**src/rtl/sbs_pkg.sv**
```systemverilog
package sbs_pkg;
  typedef struct packed {
    logic xdata;
    logic wide;
    logic movc;
  } cyc_t;

  localparam cyc_t CYC_IDLE = '{xdata: 1'b0, wide: 1'b0, movc: 1'b0};
endpackage

```
**src/rtl/sbs_rst_sync.sv**
```systemverilog
module sbs_rst_sync (
  input  logic clk,
  input  logic rst_n,
  output logic rst_sync_n
);
  logic s1_q, s2_q;

  always_ff @(posedge clk or negedge rst_n) begin
    if (!rst_n) begin
      s1_q <= 1'b0;
      s2_q <= 1'b0;
    end else begin
      s1_q <= 1'b1;
      s2_q <= s1_q;
    end
  end

  assign rst_sync_n = s2_q;
endmodule

```
**src/rtl/sbs_phase_ctr.sv**
```systemverilog
module sbs_phase_ctr #(
  parameter int N  = 12,
  parameter int CW = $clog2(N)
) (
  input  logic          clk,
  input  logic          rst_n,
  output logic [CW-1:0] ph_q,
  output logic [CW-1:0] ph_nxt,
  output logic          last
);
  localparam logic [CW-1:0] LAST_C = CW'(N - 1);

  assign last = (ph_q == LAST_C);

  always_comb begin
    if (last) ph_nxt = '0;
    else      ph_nxt = ph_q + CW'(1);
  end

  always_ff @(posedge clk or negedge rst_n) begin
    if (!rst_n) ph_q <= '0;
    else        ph_q <= ph_nxt;
  end
endmodule

```
**src/rtl/sbs_cycle_reg.sv**
```systemverilog
module sbs_cycle_reg (
  input  logic            clk,
  input  logic            rst_n,
  input  logic            load,
  input  sbs_pkg::cyc_t   req,
  output sbs_pkg::cyc_t   cyc_q,
  output sbs_pkg::cyc_t   cyc_nxt
);
  always_comb begin
    cyc_nxt = cyc_q;
    if (load) cyc_nxt = req;
  end

  always_ff @(posedge clk or negedge rst_n) begin
    if (!rst_n) cyc_q <= sbs_pkg::CYC_IDLE;
    else        cyc_q <= cyc_nxt;
  end
endmodule

```
**src/rtl/sbs_strobe_gen.sv**
```systemverilog
module sbs_strobe_gen #(
  parameter int STATES = 6,
  parameter int PHASES = 2,
  parameter int CW     = $clog2(STATES * PHASES)
) (
  input  logic [CW-1:0]  ph,
  input  sbs_pkg::cyc_t  cyc,
  input  logic           ext_exec,
  input  logic           ale_off,
  output logic           ale_d,
  output logic           psen_n_d
);
  localparam int HALF = (STATES * PHASES) / 2;
  localparam logic [CW-1:0] HALF_C = CW'(HALF);
  localparam logic [CW-1:0] PH_C   = CW'(PHASES);

  logic [CW-1:0] pos;
  logic          second, in_ale, in_psen, keep, gate;

  always_comb begin
    second   = (ph >= HALF_C);
    pos      = second ? (ph - HALF_C) : ph;
    in_ale   = (pos >= CW'(1)) && (pos <= PH_C);
    in_psen  = (pos > PH_C);
    // a data cycle gives up the first latch pulse of its machine cycle
    keep     = !(cyc.xdata && !second);
    gate     = !ale_off || ext_exec || cyc.xdata || cyc.movc;
    ale_d    = in_ale && keep && gate;
    psen_n_d = !(ext_exec && !cyc.xdata && in_psen);
  end
endmodule

```
**src/rtl/sbs_strobe_seq.sv**
```systemverilog
module sbs_strobe_seq #(
  parameter int STATES = 6,
  parameter int PHASES = 2,
  parameter int AW     = 8
) (
  input  logic          clk,
  input  logic          rst_n,
  input  logic          ext_exec,
  input  logic          ale_off,
  input  logic          req_xdata,
  input  logic          req_wide,
  input  logic          req_movc,
  input  logic [AW-1:0] p2_sfr,
  input  logic [AW-1:0] code_hi,
  input  logic [AW-1:0] data_hi,
  output logic          ale,
  output logic          psen_n,
  output logic          lo_latch,
  output logic [AW-1:0] p2_hi
);
  localparam int N  = STATES * PHASES;
  localparam int CW = $clog2(N);

  logic          rst_sync_n;
  logic [CW-1:0] ph_q, ph_nxt;
  logic          last;
  sbs_pkg::cyc_t req, cyc_q, cyc_nxt;
  logic          ale_d, psen_n_d;
  logic          ale_q, psen_q, latch_q;
  logic [AW-1:0] p2_q, p2_d;

  sbs_rst_sync u_rst (.clk(clk), .rst_n(rst_n), .rst_sync_n(rst_sync_n));

  sbs_phase_ctr #(.N(N), .CW(CW)) u_ctr (
    .clk(clk), .rst_n(rst_sync_n), .ph_q(ph_q), .ph_nxt(ph_nxt), .last(last)
  );

  assign req = '{xdata: req_xdata, wide: req_wide, movc: req_movc};

  sbs_cycle_reg u_cyc (
    .clk(clk), .rst_n(rst_sync_n), .load(last), .req(req),
    .cyc_q(cyc_q), .cyc_nxt(cyc_nxt)
  );

  sbs_strobe_gen #(.STATES(STATES), .PHASES(PHASES), .CW(CW)) u_gen (
    .ph(ph_nxt), .cyc(cyc_nxt), .ext_exec(ext_exec), .ale_off(ale_off),
    .ale_d(ale_d), .psen_n_d(psen_n_d)
  );

  always_comb begin
    if (req.xdata)    p2_d = req.wide ? data_hi : p2_sfr;
    else if (ext_exec) p2_d = code_hi;
    else               p2_d = p2_sfr;
  end

  always_ff @(posedge clk or negedge rst_sync_n) begin
    if (!rst_sync_n) begin
      ale_q   <= 1'b0;
      psen_q  <= 1'b1;
      latch_q <= 1'b0;
      p2_q    <= '1;
    end else begin
      ale_q   <= ale_d;
      psen_q  <= psen_n_d;
      latch_q <= ale_q && !ale_d;
      if (last) p2_q <= p2_d;
    end
  end

  assign ale      = ale_q;
  assign psen_n   = psen_q;
  assign lo_latch = latch_q;
  assign p2_hi    = p2_q;
endmodule

```
**config.mk**
```make
export PLATFORM = sky130hd
export DESIGN_NAME = sbs_strobe_seq
export DESIGN_NICKNAME = d
export VERILOG_FILES = /design/src/rtl/sbs_pkg.sv /design/src/rtl/sbs_rst_sync.sv /design/src/rtl/sbs_phase_ctr.sv /design/src/rtl/sbs_cycle_reg.sv /design/src/rtl/sbs_strobe_gen.sv /design/src/rtl/sbs_strobe_seq.sv
export SDC_FILE = /design/constraint.sdc
export NUM_CORES = 1
export LEC_CHECK = 0
export BUFFER_PORTS_ARGS = -buffer_cell sky130_fd_sc_hd__buf_2
export CAP_MARGIN = 20
export CORE_AREA = 2 2 64 66
export DETAILED_ROUTE_END_ITERATION = 16
export DIE_AREA = 0 0 66 68
export PLACE_DENSITY = 0.6
export SKIP_LAST_GASP = 1
export SLEW_MARGIN = 20
export SYNTH_ARGS = -nofsm -noshare
export SYNTH_HDL_FRONTEND = slang
export SYNTH_SLANG_ARGS = --single-unit
export TNS_END_PERCENT = 30
```
**constraint.sdc**
```tcl
create_clock -name clk -period 0.8 [get_ports clk]
set_input_delay 0.04 -clock clk [delete_from_list [all_inputs] [get_ports clk]]
set_output_delay 0.04 -clock clk [all_outputs]
set_load 0.05 [all_outputs]
```
Yosys cells after proc, flatten, opt, wreduce, memory -nomap -nowiden
Index checks and enable logic that the tools add are counted.
W data, S select, Z words.

operators by class
  $add $sub $neg = 2
  $lt $le $gt $ge = 4
  equality and inequality tests = 1
  mux-type cells = 6
  reduce and logical (&&, ||, !) cells = 16

operators with widths
  kind                   count
  $mux W8                3
  $mux W4                2
  $logic_and A1 B1 Y1    7
  $logic_not A1 Y1       6
  $add A4 B1 Y4 const B  1
  $eq A4 B4 Y1 const B   1
  $ge A4 B1 Y1 const B   1
  $ge A4 B3 Y1 const B   1
  $gt A4 B2 Y1 const B   1
  $le A4 B2 Y1 const B   1
  $sub A4 B3 Y4 const B  1
  $logic_or A1 B1 Y1     3
  $mux W3                1

storage, ports and cells
  flip-flop bits (word level) = 20
  output and inout bits = 11
  logic and storage cells = 39

Longest topological paths before layout
Gate-level depths: netlist (run 1).

  word-level depth = 10
  gate-level depth with buffers = 7
  gate-level depth less buffers = 6

Cells and area by module
From an unflattened synthesis (run 1), not the netlist that was laid out.

unflattened totals
  cell total of the unflattened synthesis = 86
  area, all modules = 1069.8 µm²

by module, submodules not included
  module          times used  cells each  area each (µm²)  sequential area each (µm²)
  sbs_strobe_seq  1           49          634.4            286.5
  sbs_phase_ctr   1           14          180.2            100.1
  sbs_cycle_reg   1           6           108.9            75.1
  sbs_strobe_gen  1           14          92.6             0.0
  sbs_rst_sync    1           3           53.8             50.0

Worst setup path after synthesis (run 1)
OpenSTA, ideal clock, no wires.

  path type = flip-flop to flip-flop
  start point = register u_ctr.ph_q[0]
  end point = register latch_q, in the netlist lo_latch
  library setup time = 129 ps
  arrival time = 1697 ps
  data required time = 671 ps
  setup slack = -1026 ps
  cell stages (with the launch flop) = 8
  path buffers = 1
  clock period less this slack = 1826 ps
  cell sequence = dfrtp_1 ha_1 buf_6 xnor2_1 a32oi_1 a31oi_1 a211o_1 o41a_1

between the ends
  cells in the longest elaborated chain, start to end = 10

RTL lines
  item                                                     RTL line                                    RTL
  start: declaration                                       sbs_phase_ctr.sv:7                          output logic [CW-1:0] ph_q,
  start signal: assignment                                 sbs_phase_ctr.sv:22                         else ph_q <= ph_nxt;
  $add A4 B1 Y4 or $eq A4 B4 Y1 (tied branches)            sbs_phase_ctr.sv:17, sbs_phase_ctr.sv:13
  $mux W4                                                  sbs_phase_ctr.sv:16                         if (last) ph_nxt = '0;
  $sub A4 B3 Y4 or $ge A4 B3 Y1 (tied branches)            sbs_strobe_gen.sv:22, sbs_strobe_gen.sv:21
  $mux W4 or $logic_not A1 Y1 (tied branches)              sbs_strobe_gen.sv:22, sbs_strobe_gen.sv:26
  $ge A4 B1 Y1 (tied with other cells)                     sbs_strobe_gen.sv:23                        in_ale = (pos >= CW'(1)) && (pos <= PH_C);
  $logic_and A1 B1 Y1 or $logic_not A1 Y1 (tied branches)  sbs_strobe_gen.sv:23, sbs_strobe_gen.sv:26
  $logic_and A1 B1 Y1                                      sbs_strobe_gen.sv:28                        ale_d = in_ale && keep && gate;
  $logic_and A1 B1 Y1 (*)                                  sbs_strobe_gen.sv:28
  $logic_not A1 Y1 (*)                                     sbs_strobe_seq.sv:65                        latch_q <= ale_q && !ale_d;
  $logic_and A1 B1 Y1 (*)                                  sbs_strobe_seq.sv:65
  end signal: assignment                                   sbs_strobe_seq.sv:65
  end: declaration                                         sbs_strobe_seq.sv:29                        logic ale_q, psen_q, latch_q;

Mark *: on every way between the ends. The rest lies on a longest branch, timed or not.
A chain may end at the register's enable or synchronous reset.

Worst setup path in the final report (run 1)
Same ends and word-level chain as after synthesis.

==> metrics.md, run 1 <==
| Metric | Value |
|---|---|
| Chip Height | `about 68 µm` |
| DRC | `0` |
| Most common cell after layout, fill and taps aside | `buf_2` |
| Crit path max fanout | `6` |
| Synth Cell Area | `1110 µm²` |
| CP Capture Type | `register` |
| Pwr dens | `approximately 1400 nW/µm²` |
| Slew Limit Fails | `0` |
| Drt wl/cell | `approximately 12 µm` |
| Slowest stage delay, CP | `~400 ps` |
| Final Util | `41.3%` |
| DPL Wire Length | `about 2.1 mm` |
| Pint | `1570 µW` |
| FF+latch count, synth | `19` |
| Layout cell share with drive strength beyond 1 | `between 50% and 60%` |
| Clock Power Share | `a little under a third` |
| Port bufs | `41` |
| Total gr overflow | `0` |
| Syn_nets | `about 150` |
| Failing checks | `negative setup slack` |
| Clock transition at path regs | `approximately 70 ps` |
| Multi-input gate area | `around 620 µm²` |
| Drt pass-1 iters | `4` |
| Slowest stage cell, crit path | `dfrtp_1` |
| WP data required | `between 900 and 1000 ps` |
| Post-layout instance area | `roughly 1600 µm²` |
| Unrepaired setup endpoints after global routing | `yes` |
| Die Wd | `66 µm` |
| CTS Buf Count | `3` |
| WP data arrival | `~1800 ps` |
| Sequential power share | `48.5%` |
| DP Area | `between 1000 and 1500 µm²` |
| Crit Path Class | `register to register` |
| Final nets | `between 200 and 250` |
| EDFF count, synth | `0` |
| Clock skew | `approximately 1.4 ps` |
| Worst IR Drop VDD | `0.423 mV` |
| Most common flop cell mapped by yosys | `dfrtp_1` |
| Reg area | `approximately 490 µm²` |
| Warnings from Yosys | `0` |
| Met2 Wirelength | `between 1 and 1.5 mm` |
| Tot GR Track Use | `between 10% and 20%` |
| Final std cells w/o fill | `between 200 and 250` |
| Worst setup SP type | `register` |
| Skew-Pair Late Insertion Delay | `260 ps` |
| GPL Wtd Cong | `just under 0.9` |
| Tmin final | `1650 ps` |
| Global-route wire length before repair | `4.37 mm` |
| Maximum Capacitance Violations | `0` |
| Mapped Avg Cell Area | `9.10 µm²` |
| Core area | `roughly 3900 µm²` |
| Register area share after synthesis | `roughly 44%` |
| Total length of routed wires | `around 2.6 mm` |
| Antenna fix cells | `0` |
| Most frequent cells in the layout | `41 x buf_2, 24 x nand2_1, 14 x buf_4` |
| CTS H-tree depth | `1` |
| CTS tree | `yes` |
| Setup Fix Bufs, Post-CTS | `0` |
| Clk sinks | `19` |
| Total net switching power | `around 630 µW` |
| Vias in the first global route | `996` |
| Worst-path cell chain | `ha_4, buf_4, nand2_1, and3_1, a211o_1, o41a_1` |
| Pleak | `around 0.00078 µW` |
| M1 wire length | `1.13 mm` |
| Cell Rows | `23` |
| Post-DR vias/cell | `between 4 and 5` |
| Final Hold Violating Endpoints | `0` |
| Ys async rst share | `100%` |
| Comb pwr share | `between 20% and 30%` |
| Max layer used | `met4` |
| Post-route setup TNS | `-10100 ps` |
| Routed wl met3 | `roughly 150 µm` |
| ANT nets after route | `0` |
| Io pins | `42` |
| Period utilization | `207%` |
| Pin count of the biggest net entering global routing | `18` |
| Count of cell types in the netlist | `35` |
| HP Class | `input port to register` |
| Root Buffer | `clkbuf_8` |
| Clock Tree Buf Depth | `2` |
| Area grow syn2layout | `43.6%` |
| Via count | `1033` |
| Final setup fails | `27` |
| Placed cell count | `221` |
| Min setup slack post-route | `-855 ps` |
| Outcome | `finished with violations` |
| Initial antenna violation count | `0` |
| Cells after synthesis | `122` |
| Die area | `approximately 4500 µm²` |
| Switching share of power | `around 29%` |
| Initial DRC count | `between 50 and 60` |
| Design Power | `2210 µW` |
| Max Clock Freq | `between 600 and 700 MHz` |
| Starting Density | `28.8%` |
| Fill cells | `~420` |
-- what timing repair did --
| item | 4_1_cts | 5_1_grt |
|---|---|---|
| hold endpoints to repair | 2 | 0 |
| resized for setup | 12 | 9 |
| setup endpoints to repair | 28 | 28 |
| hold buffers | 1 | 0 |
| pin swaps | 4 | 1 |
-- layer usage --
| layer | vias up | global-route usage (%) |
|---|---|---|
| met2 | 35 | 21.8 |
| li1 | 533 | - |
| met3 | 2 | 2.96 |
| met4 | 0 | 4.34 |
| met1 | 463 | 16.1 |
| met5 | - | 0 |
-- final cells by class --
class | instances | area share [%]
repair buffers | 58 | 22.6
clock buffers | 4 | 2.83
flip-flops and latches | 19 | 30.6
inverters | 4 | 0.942
well taps | 50 | 3.92
multi-input cells | 91 | 39.1
-- kinds of logic after synthesis --
logic type	count (synthesis)	synth area share [%]
AND/OR/NAND/NOR	44	18.7
AO/OA/AOI/OAI	30	16.1
flip-flops	19	43.9
multiplexers	14	13.4
buffers and inverters	12	5.64
adder cells (fa/ha/maj)	1	1.13
other	1	0.338
XOR/XNOR	1	0.789
-- critical path, delay by kind of cell (launching register included) --
family,cells,cell delay (ps)
AOI/OAI and AO/OA,2,590
DFF,1,400
and+or+nand+nor,2,250
adders and majority gates,1,160
buffers and inverters,1,150
-- flip-flops by register name (all words and copies together), names as in the netlist --
name	flops
ale	1
lo_latch	1
p2_hi	8
psen_n	1
u_ctr.ph_q	4
u_cyc.cyc_q	2
u_rst.rst_sync_n	1
u_rst.s1_q	1
-- worst paths after layout --
path | start | to | slack, ps | cells after the start
hold reg to reg | u_rst.rst_sync_n$_DFF_PN0_ | ale$_DFF_PN0_ | 280 | 1
max in group asynchronous | u_rst.rst_sync_n$_DFF_PN0_ | psen_n$_DFF_PN1_ | 320 | 1
hold / removal | req_movc | u_cyc.cyc_q[0]$_DFF_PN0_ | 10 | 3
min in group asynchronous | rst_n | u_rst.s1_q$_DFF_PN0_ | 90 | 2
setup reg to reg | u_ctr.ph_q[0]$_DFF_PN0_ | lo_latch$_DFF_PN0_ | -850 | 6
setup / recovery | u_ctr.ph_q[0]$_DFF_PN0_ | lo_latch$_DFF_PN0_ | -850 | 6
-- Yosys cell counts (all sizes together) (2+ instances only) --
master  number  share of area, %
nand3        4               1.8
mux2         7               7.1
dfrtp       10                23
nand2       25               8.5
and3         2               1.1
nor2         2              0.68
buf          4               2.9
clkbuf       4               1.4
a21oi        3               1.4
mux2i        7               6.3
nand2b       3               1.7
dfstp        9                21
o21ai       19               8.6
inv          4               1.4
-- per-stage QoR --
step / worst slack (ps) / hold WS, ps
after floorplan: -973 / -256
after global placement: -863 / -173
after detailed placement: -890 / -172
after CTS: -856 / 13.0
after global routing: -916 / 50.6
final: -855 / 11.3
-- power groups by stage --
| stage | Clock [µW] | Combinational (µW) | Sequential, µW |
|---|---|---|---|
| after global routing | 734 | 506 | 1080 |
| after global placement | 0 | 450 | 1090 |
| after detailed placement | 0 | 451 | 1090 |
| final | 680 | 457 | 1070 |
| after CTS | 707 | 462 | 1070 |
| after floorplan | 0 | 144 | 1240 |
No activity file was read; power rests on OpenSTA's default activity.
==> inputs of run 2 (changes only) <==
--- a/config.mk
+++ b/config.mk
@@ -11,4 +11,5 @@
 export DETAILED_ROUTE_END_ITERATION = 16
 export DIE_AREA = 0 0 66 68
+export GPL_TIMING_DRIVEN = 0
 export PLACE_DENSITY = 0.6
 export SKIP_LAST_GASP = 1
==> constraint.sdc (replaced) <==
create_clock -name clk -period 0.8 [get_ports clk]
set_input_delay 0.08 -clock clk [delete_from_list [all_inputs] [get_ports clk]]
set_output_delay 0.08 -clock clk [all_outputs]
set_load 0.05 [all_outputs]
==> run 2 against run 1 <==
  * The flow still finishes with violations (negative setup slack)
  * Sequential power about the same
  * Utilization is 1.2 points lower
  * Hold slack better by 37 ps
  * Clock-buffer cell count shrank 1
  * Critical path type unchanged
  * Largest cell class unchanged
  * Largest power group unchanged
==> metrics.md, run 2 (synthesized netlist as in run 1, its figures left out) <==
| Metric | Value |
|---|---|
| CP Capture Type | `register (unchanged)` |
| Port bufs | `38 (was 41)` |
| Drt pass-1 iters | `4 (unchanged)` |
| Sequential power share | `49.8% (was 48.5%)` |
| Reg2Reg Launch Point | `u_ctr.ph_q[1]$_DFF_PN0_ (was u_ctr.ph_q[0]$_DFF_PN0_)` |
| Initial antenna violation count | `0 (unchanged)` |
| Pwr dens | `1400 nW/µm² (was 1380 nW/µm²)` |
| WP data arrival | `1880 ps (was 1800 ps)` |
| Total length of routed wires | `2.51 mm (was 2.62 mm)` |
| Initial DRC count | `12 (was 53)` |
| CTS tree | `yes (unchanged)` |
| Clk sinks | `19 (unchanged)` |
| Unrepaired setup endpoints after global routing | `yes (unchanged)` |
| GPL Wtd Cong | `0.770 (was 0.886)` |
| WP data required | `960 ps (was 940 ps)` |
| DRC | `0 (unchanged)` |
| Final setup fails | `27 (unchanged)` |
| Clock Power Share | `30.5% (was 30.8%)` |
| Period utilization | `214% (was 207%)` |
| Most common cell after layout, fill and taps aside | `buf_2 (unchanged)` |
| Via count | `1021 (was 1033)` |
| ANT nets after route | `0 (unchanged)` |
| Core area | `3860 µm² (unchanged)` |
| Place WS | `-1060 ps (was -890 ps)` |
| Cells on worst reg2reg path | `7 (was 6)` |
| Hold Slack | `48.2 ps (was 11.3 ps)` |
| Pin count of the biggest net entering global routing | `18 (unchanged)` |
| Clock skew | `1.73 ps (was 1.38 ps)` |
| Failing checks | `negative setup slack (unchanged)` |
| WHS Endpoint | `u_cyc.cyc_q[0]$_DFF_PN0_ (unchanged)` |
| Cell Rows | `23 (unchanged)` |
| Flop2flop setup slack | `-910 ps (was -850 ps)` |
| Tmin final | `1710 ps (was 1650 ps)` |
| Max reg flops | `8 (unchanged)` |
| Pint | `1550 µW (was 1570 µW)` |
| Reg area | `487 µm² (was 488 µm²)` |
| Max Clock Freq | `583 MHz (was 604 MHz)` |
| Vias in the first global route | `1044 (was 996)` |
| Outcome | `finished with violations (unchanged)` |
| Post-DR vias/cell | `4.62 (was 4.57)` |
| Final Hold Violating Endpoints | `0 (unchanged)` |
| Comb pwr share | `19.7% (was 20.7%)` |
| Worst IR Drop VDD | `0.377 mV (was 0.423 mV)` |
| WP buf/inv | `1 (unchanged)` |
| Starting Density | `28.8% (unchanged)` |
| Switching share of power | `28.6% (was 28.7%)` |
| Hold path depth | `3 (unchanged)` |
| HP Class | `input port to register (unchanged)` |
| Total net switching power | `621 µW (was 634 µW)` |
| CP top delay family | `compound AO/OA/AOI/OAI gates (unchanged)` |
| Drt wl/cell | `11.4 µm (was 11.6 µm)` |
| Layout cell share with drive strength beyond 1 | `48.0% (was 51.1%)` |
| Total gr overflow | `0 (unchanged)` |
| Clock Tree Buf Depth | `2 (unchanged)` |
| Post-route setup TNS | `-10530 ps (was -10100 ps)` |
| Fill cells | `442 (was 419)` |
| Crit path max fanout | `8 (was 6)` |
| Most frequent cells in the layout | `40 x buf_2, 23 x nand2_1, 15 x o21ai_0 (was 41 x buf_2, 24 x nand2_1, 14 x buf_4)` |
| Global-route wire length before repair | `4.37 mm (about the same)` |
| Min setup slack post-route | `-914 ps (was -855 ps)` |
| Skew-Pair Late Insertion Delay | `260 ps (about the same)` |
| DPL Wire Length | `1.90 mm (was 2.09 mm)` |
| Chip Height | `68 µm (unchanged)` |
| Slew Limit Fails | `0 (unchanged)` |
| Min-delay src | `req_movc (unchanged)` |
| Slowest stage delay, CP | `410 ps (was 400 ps)` |
| Final Util | `40.2% (was 41.3%)` |
| Maximum Capacitance Violations | `0 (unchanged)` |
| Tot GR Track Use | `12.6% (was 12.8%)` |
| Worst-path cell chain | `ha_4, xnor2_2, a32oi_1, a31oi_1, a211o_1, buf_6, nor4_2 (was ha_4, buf_4, nand2_1, and3_1, a211o_1, o41a_1)` |
| CTS Buf Count | `3 (unchanged)` |
| CTS H-tree depth | `1 (unchanged)` |
| Worst setup SP type | `register (unchanged)` |
| Crit Path Class | `register to register (unchanged)` |
| Slew Limit Headroom | `a little under three fifths` |
| Die area | `4490 µm² (unchanged)` |
| Clock transition at path regs | `70 ps (about the same)` |
| Die Wd | `66 µm (unchanged)` |
| Reg-to-reg endpoint | `ale$_DFF_PN0_ (was lo_latch$_DFF_PN0_)` |
| Multi-input gate area | `621 µm² (was 623 µm²)` |
| Final nets | `204 (was 209)` |
| Antenna fix cells | `0 (unchanged)` |
| Slew at the pin with the worst max-slew slack | `just under 700 ps` |
| Slowest stage cell, crit path | `dfrtp_1 (unchanged)` |
| Io pins | `42 (unchanged)` |
| Area grow syn2layout | `39.6% (was 43.6%)` |
| Root Buffer | `clkbuf_8 (unchanged)` |
| Pleak | `0.000743 µW (was 0.000781 µW)` |
[run 2: worst register-to-register path: cells and delay by family, from the launching register on]
family,cells,cell delay (ps)
adder cells (fa/ha/maj),1,200
XOR/XNOR,1,140
buffers and inverters,1,130
AO/OA/AOI/OAI,3,520
flip-flops,1,410
AND/OR/NAND/NOR,1,230
[run 2: through the flow]
| stage | instance area (µm²) | power, µW | instances |
|---|---|---|---|
| after global routing | 1550 | 2290 | 221 |
| after CTS | 1530 | 2200 | 221 |
| after global placement | 1380 | 1520 | 210 |
| after floorplan | 1120 | 1380 | 122 |
| final | 1550 | 2170 | 221 |
| after detailed placement | 1380 | 1520 | 210 |
[run 2: metal layers]
metal	part of all wire, %	global-route usage (%)
met5	0	0
met4	0.76	4.34
met3	6.3	2.63
met2	52	23.0
met1	41	14.7
[run 2: power by group through the flow]
stage	sequential, µW	combinational (µW)	clock [µW]
2_1_floorplan	1240	144	0
3_3_place_gp	1100	418	0
3_5_place_dp	1100	420	0
4_1_cts	1080	429	686
5_1_grt	1090	474	723
6_report	1080	428	661
[run 2: layout make-up]
type                            instances  area share, %
Clock inverter                          1          0.323
Inverter                                4           1.13
Buffer                                  7           3.07
Clock buffer                            3           2.67
Tap cell                               50           4.04
Sequential cell                        19           31.4
Multi-Input combinational cell         91           40.1
Timing Repair Buffer                   46           17.3
[run 2: worst max-delay path by stage]
| stage | from | cells after the start | slack [ps] | endpoint |
|---|---|---|---|---|
| floorplan | u_ctr.ph_q[1]$_DFF_PN0_ | 7 | -970 | lo_latch$_DFF_PN0_ |
| finish | u_ctr.ph_q[1]$_DFF_PN0_ | 7 | -910 | ale$_DFF_PN0_ |
| global placement | u_ctr.ph_q[1]$_DFF_PN0_ | 7 | -1090 | lo_latch$_DFF_PN0_ |
| global route | u_ctr.ph_q[0]$_DFF_PN0_ | 7 | -1000 | ale$_DFF_PN0_ |
| CTS | u_ctr.ph_q[1]$_DFF_PN0_ | 7 | -890 | ale$_DFF_PN0_ |
| detailed placement | u_ctr.ph_q[1]$_DFF_PN0_ | 7 | -1060 | lo_latch$_DFF_PN0_ |
[run 2: timing repair]
item	in CTS	in global routing
gates resized for setup	11	10
pin swaps	4	1
hold endpoints to repair	2	0
cloned	1	0
setup buffers	6	0
hold buffers	1	0
endpoints found under the setup margin	28	45
